[config.mk]
export PLATFORM = sky130hd
export DESIGN_NAME = i2c_wiper_slave
export DESIGN_NICKNAME = d
export VERILOG_FILES = /design/src/rtl/i2c_wiper_slave.sv
export SDC_FILE = /design/constraint.sdc
export NUM_CORES = 1
export LEC_CHECK = 0
export BUFFER_PORTS_ARGS = -buffer_cell sky130_fd_sc_hd__buf_2
export CAP_MARGIN = 20
export CORE_ASPECT_RATIO = 0.9
export CORE_MARGIN = 3
export CORE_UTILIZATION = 60
export CTS_BUF_LIST = sky130_fd_sc_hd__clkbuf_16
export DETAILED_ROUTE_END_ITERATION = 6
export PLACE_DENSITY = 0.8
export SYNTH_ARGS = -nofsm -noshare
export SYNTH_HDL_FRONTEND = slang
export SYNTH_SLANG_ARGS = --single-unit
[constraint.sdc]
create_clock -name clk -period 3.5 [get_ports clk]
set_input_delay 0.175 -clock clk [delete_from_list [all_inputs] [get_ports clk]]
set_output_delay 0.175 -clock clk [all_outputs]
set_load 0.02 [all_outputs]
[src/rtl/i2c_wiper_slave.sv]
module i2c_wiper_slave #(
  parameter logic [6:0] DEV_ADDR   = 7'b1010111,
  parameter int         SYNC_DEPTH = 2,
  parameter int         CH0_BITS   = 6,
  parameter int         CH1_BITS   = 7,
  parameter int         CH2_BITS   = 8,
  parameter int         CH1_TOP    = 99
) (
  input  logic                clk,
  input  logic                rst_n,
  input  logic                scl_i,
  input  logic                sda_i,
  output logic                sda_oe,
  output logic [CH0_BITS-1:0] wiper0,
  output logic [CH1_BITS-1:0] wiper1,
  output logic [CH2_BITS-1:0] wiper2
);

  localparam logic [3:0] ST_IDLE  = 4'd0;
  localparam logic [3:0] ST_ADDR  = 4'd1;
  localparam logic [3:0] ST_AACK  = 4'd2;
  localparam logic [3:0] ST_INSTR = 4'd3;
  localparam logic [3:0] ST_IACK  = 4'd4;
  localparam logic [3:0] ST_WDATA = 4'd5;
  localparam logic [3:0] ST_DACK  = 4'd6;
  localparam logic [3:0] ST_RDATA = 4'd7;
  localparam logic [3:0] ST_MACK  = 4'd8;
  localparam logic [3:0] ST_SKIP  = 4'd9;

  localparam logic [3:0] LAST_BIT = 4'd8;
  localparam logic [7:0] TOP8     = 8'(CH1_TOP);
  localparam logic [CH1_BITS-1:0] TOPN = CH1_BITS'(CH1_TOP);

  logic [SYNC_DEPTH:0] scl_pipe, sda_pipe;
  logic scl_q, scl_p, sda_q, sda_p;
  logic scl_rise, scl_fall, start_det, stop_det;

  logic [3:0] state;
  logic [3:0] bitcnt;
  logic [7:0] sreg;
  logic [7:0] txreg;
  logic [1:0] ptr;
  logic       rw;
  logic       mack;
  logic [7:0] rd_byte;
  logic [CH1_BITS-1:0] ch1_val;

  always_ff @(posedge clk or negedge rst_n) begin
    if (!rst_n) begin
      scl_pipe <= '1;
      sda_pipe <= '1;
    end else begin
      scl_pipe <= {scl_pipe[SYNC_DEPTH-1:0], scl_i};
      sda_pipe <= {sda_pipe[SYNC_DEPTH-1:0], sda_i};
    end
  end

  assign scl_q     = scl_pipe[SYNC_DEPTH-1];
  assign scl_p     = scl_pipe[SYNC_DEPTH];
  assign sda_q     = sda_pipe[SYNC_DEPTH-1];
  assign sda_p     = sda_pipe[SYNC_DEPTH];
  assign scl_rise  = scl_q & ~scl_p;
  assign scl_fall  = ~scl_q & scl_p;
  assign start_det = scl_q & scl_p & sda_p & ~sda_q;
  assign stop_det  = scl_q & scl_p & ~sda_p & sda_q;

  assign ch1_val = (sreg > TOP8) ? TOPN : sreg[CH1_BITS-1:0];
  assign rd_byte = (ptr == 2'd0) ? 8'(wiper0) :
                   (ptr == 2'd1) ? 8'(wiper1) : 8'(wiper2);

  always_ff @(posedge clk or negedge rst_n) begin
    if (!rst_n) begin
      state  <= ST_IDLE;
      bitcnt <= '0;
      sreg   <= '0;
      txreg  <= '0;
      ptr    <= '0;
      rw     <= 1'b0;
      mack   <= 1'b0;
      sda_oe <= 1'b0;
      wiper0 <= '0;
      wiper1 <= '0;
      wiper2 <= '0;
    end else if (start_det) begin
      state  <= ST_ADDR;
      bitcnt <= '0;
      sda_oe <= 1'b0;
    end else if (stop_det) begin
      state  <= ST_IDLE;
      sda_oe <= 1'b0;
    end else begin
      case (state)
        ST_ADDR, ST_INSTR, ST_WDATA: begin
          if (scl_rise && bitcnt != LAST_BIT) begin
            sreg   <= {sreg[6:0], sda_q};
            bitcnt <= bitcnt + 4'd1;
          end else if (scl_fall && bitcnt == LAST_BIT) begin
            if (state == ST_ADDR) begin
              if (sreg[7:1] == DEV_ADDR) begin
                sda_oe <= 1'b1;
                rw     <= sreg[0];
                state  <= ST_AACK;
              end else begin
                state <= ST_SKIP;
              end
            end else if (state == ST_INSTR) begin
              if (sreg[1:0] != 2'b11) begin
                sda_oe <= 1'b1;
                ptr    <= sreg[1:0];
                state  <= ST_IACK;
              end else begin
                state <= ST_SKIP;
              end
            end else begin
              sda_oe <= 1'b1;
              state  <= ST_DACK;
            end
          end
        end
        ST_AACK: begin
          if (scl_fall) begin
            bitcnt <= rw ? 4'd1 : 4'd0;
            if (rw) begin
              txreg  <= rd_byte;
              sda_oe <= ~rd_byte[7];
              state  <= ST_RDATA;
            end else begin
              sda_oe <= 1'b0;
              state  <= ST_INSTR;
            end
          end
        end
        ST_IACK: begin
          if (scl_fall) begin
            sda_oe <= 1'b0;
            bitcnt <= '0;
            state  <= ST_WDATA;
          end
        end
        ST_DACK: begin
          if (scl_rise) begin
            case (ptr)
              2'd0:    wiper0 <= sreg[CH0_BITS-1:0];
              2'd1:    wiper1 <= ch1_val;
              default: wiper2 <= sreg[CH2_BITS-1:0];
            endcase
          end else if (scl_fall) begin
            sda_oe <= 1'b0;
            state  <= ST_SKIP;
          end
        end
        ST_RDATA: begin
          if (scl_fall) begin
            if (bitcnt == LAST_BIT) begin
              sda_oe <= 1'b0;
              state  <= ST_MACK;
            end else begin
              sda_oe <= ~txreg[6];
              txreg  <= {txreg[6:0], 1'b0};
              bitcnt <= bitcnt + 4'd1;
            end
          end
        end
        ST_MACK: begin
          if (scl_rise) begin
            mack <= ~sda_q;
          end else if (scl_fall) begin
            if (mack) begin
              txreg  <= rd_byte;
              sda_oe <= ~rd_byte[7];
              bitcnt <= 4'd1;
              state  <= ST_RDATA;
            end else begin
              state <= ST_SKIP;
            end
          end
        end
        default: ;
      endcase
    end
  end

endmodule

==> results.txt <==
Worst Path Required -> 3.67 ns
Post-synth EDFFs -> 0
Max-Cap Viols -> 0
vias in the first global route -> 2236
initial detailed-routing violation count -> 403
starting density of the core -> 65.2%
Clock transition at path regs -> 0.07 ns
crit path DAT -> 2.83 ns
area delta synth->final -> 9.63%
critical path class -> reg2reg
GRT Util Overall -> 25.4%
layout cells sized above 1 -> 18.0%
Clock Tree Root -> clkbuf_16
Tcrit/Tclk final -> 76.0%
Routed Antenna Nets -> 0
Final Util -> 71.5%
Yosys cell types -> 64
post-layout min period -> 2.66 ns
Seq/Total Area, Yosys -> 45.5%
clock sink count -> 55
die area -> 0.00596 sq mm
Routed WL per cell -> 17.5 um
diode count -> 0
critical-path maximum fanout -> 23
initial antenna violation count -> 0
Setup crit end kind -> flop
pin count of the biggest net entering global routing -> 32
VDD IR max -> 0.479 mV
RSZ-0062 raised after global routing -> no
Worst Hold Class -> reg2reg
via count -> 2404
final hold viol count -> 0
Mapped Cells -> 307
Ys Warns -> 0
outcome -> completed
GRT Residual Overflow -> 0
Die Y -> 73.5 um
P per Cell Area -> 790 mW/mm^2
Fmax -> 376 MHz
CTS Buf Count -> 5
Post-CTS Resized -> 0
Slew headroom -> 47.7%
drt drc -> 0
first-pass GRT wire length -> 11400 um
Non-Filler Instances -> 389
Critical Path Source Type -> flop
number of port buffers -> 25
worst skew pair latency -> 0.29 ns
Setup violations, final -> 0
mapped cell area -> 0.00304 sq mm
Final Max Slew Viols -> 0
post-DP HPWL -> 4600 um
Final Skew -> 0.00489 ns
Inst Count DP -> 378
Synth async-reset ratio -> 100%
post-synthesis adder-cell area fraction -> 0.823%
Fill cells -> 348
mux cell area share after synthesis -> 15.9%
nets -> 332
drt via density -> 6.18
GP Congestion -> 0.910
FF+latch count, synth -> 55
final WL -> 6800 um
CTS HTree Levels -> 2
Pleak -> 1.57 nW
syn avg cell area -> 9.90 sq um
syn_nets -> 313
CTS tree -> built
compound-gate portion of the synthesized area -> 15.8%
Fin Setup TNS -> 0 ns
DRT Pass-1 Iters -> 5
core area -> 0.00466 sq mm
clk buf depth -> 2
# rows -> 23
Synth Flop Type -> dfrtp_1
combinational family with the most area after synthesis -> simple AND/OR/NAND/NOR gates
Die X -> 81.0 um
I/O pin total -> 26
Setup Fix Bufs, Post-CTS -> 0
post-synthesis simple-gate area fraction -> 17.2%
Slew @ Worst Pin -> 0.785 ns
XOR/XNOR share of the synthesized area -> 0.864%
path summary, 6_finish.rpt:
check	startpoint	to	slack (ns)	cells after the start
min	sda_pipe[0]	sda_pipe[1]	0.36	0
min in group asynchronous	rst_n	wiper1[2]	0.48	2
max	state[1]	wiper0[1]	0.84	5
max in group asynchronous	rst_n	scl_pipe[2]	2.18	3
max reg2reg	state[1]	wiper0[1]	0.84	5
min reg2reg	sda_pipe[0]	sda_pipe[1]	0.36	0
sequential cells by signal, indices dropped and copies added (netlist names), 2 cells and up:
name and flops:
wiper1 7, sreg 8, ptr 2, wiper0 6
bitcnt 4, txreg 7, wiper2 8, state 4
scl_pipe 3, sda_pipe 3
report_power, final:
group          switching [mW]  internal [mW]
registers               0.299          0.758
clock network           0.221          0.264
logic                   0.584          0.507
layer usage:
metal | GRT usage, % | routed length, um | vias to the layer above
li1 | - | - | 1143
met1 | 38.4 | 3290 | 1161
met2 | 38.2 | 3100 | 91
met3 | 4.29 | 333 | 9
met4 | 6.38 | 79 | 0
met5 | 0 | 0 | -
layout make-up:
type                            count  area [sq um]  share of cell area, %
Clock buffer                        5           125                   3.75
Clock inverter                      3          17.5                  0.526
Inverter                            7          26.3                  0.788
Multi-Input combinational cell    228          1540                   46.2
Sequential cell                    55          1380                   41.5
Tap cell                           62          77.6                   2.33
Timing Repair Buffer               29           163                   4.88
cells in the mapped netlist (all sizes together), types with 5 or more instances:
master	n	area, sq um
nand2b	7	43.8
inv	7	26.3
mux2	33	383
dfstp	6	158
nor2	30	123
nand2	33	124
a21oi	24	120
clkbuf	6	22.5
mux2i	10	100
dfrtp	49	1230
buf	11	67.6
nor3	5	30.0
o21ai	24	120
logic make-up (layout without fill, tap and decap cells):
kind of cell / after synthesis / in the layout
AOI/OAI and AO/OA: 76 / 76
adders and majority gates: 2 / 2
and+or+nand+nor: 104 / 104
buffers and inverters: 24 / 44
muxes: 43 / 43
xor gates and xnor gates: 3 / 3
DFF: 55 / 55
what timing repair did:
| item | 4_1_cts | 5_1_grt |
|---|---|---|
| hold buffers | 3 | 0 |
| setup endpoints to repair | 0 | 0 |
| hold endpoints to repair | 32 | 0 |
cells in the final DEF, fill, tap and decap left out, types with 2 or more instances in the layout:
cell type,n
dfrtp_1,49
xor2_1,2
mux2_1,21
nor2_1,28
a21oi_1,24
mux2_4,3
o21ai_1,10
nor2b_1,4
nand3_1,4
a31oi_1,4
nand3b_1,3
ha_1,2
dlygate4sd3_1,3
o21ai_0,14
inv_1,6
nand2_1,33
o22a_1,2
nor4_1,2
o32ai_1,2
or3_1,4
clkbuf_16,5
o22ai_1,3
mux2_2,9
dfstp_2,6
buf_2,25
mux2i_1,10
nor3_1,4
nand2b_1,7
worst max-delay path, stage by stage, from the launching register on:
cell	delay, ns
dfrtp_1	0.79
nor2b_1	0.30
nand2_1	0.16
nor4_1	0.36
nor2b_1	0.54
mux2_1	0.39
per-stage QoR:
| stage | hold slack (ns) | power (mW) | setup WS, ns | cell area (sq um) |
|---|---|---|---|---|
| floorplan | -0.121 | 1.89 | 1.54 | 3040 |
| global placement | 0.271 | 2.09 | 1.07 | 3160 |
| detailed placement | 0.265 | 2.12 | 0.949 | 3160 |
| CTS | 0.357 | 2.62 | 0.903 | 3330 |
| global route | 0.364 | 2.81 | 0.706 | 3330 |
| finish | 0.356 | 2.63 | 0.839 | 3330 |
Power figures use the tool's default switching activity.
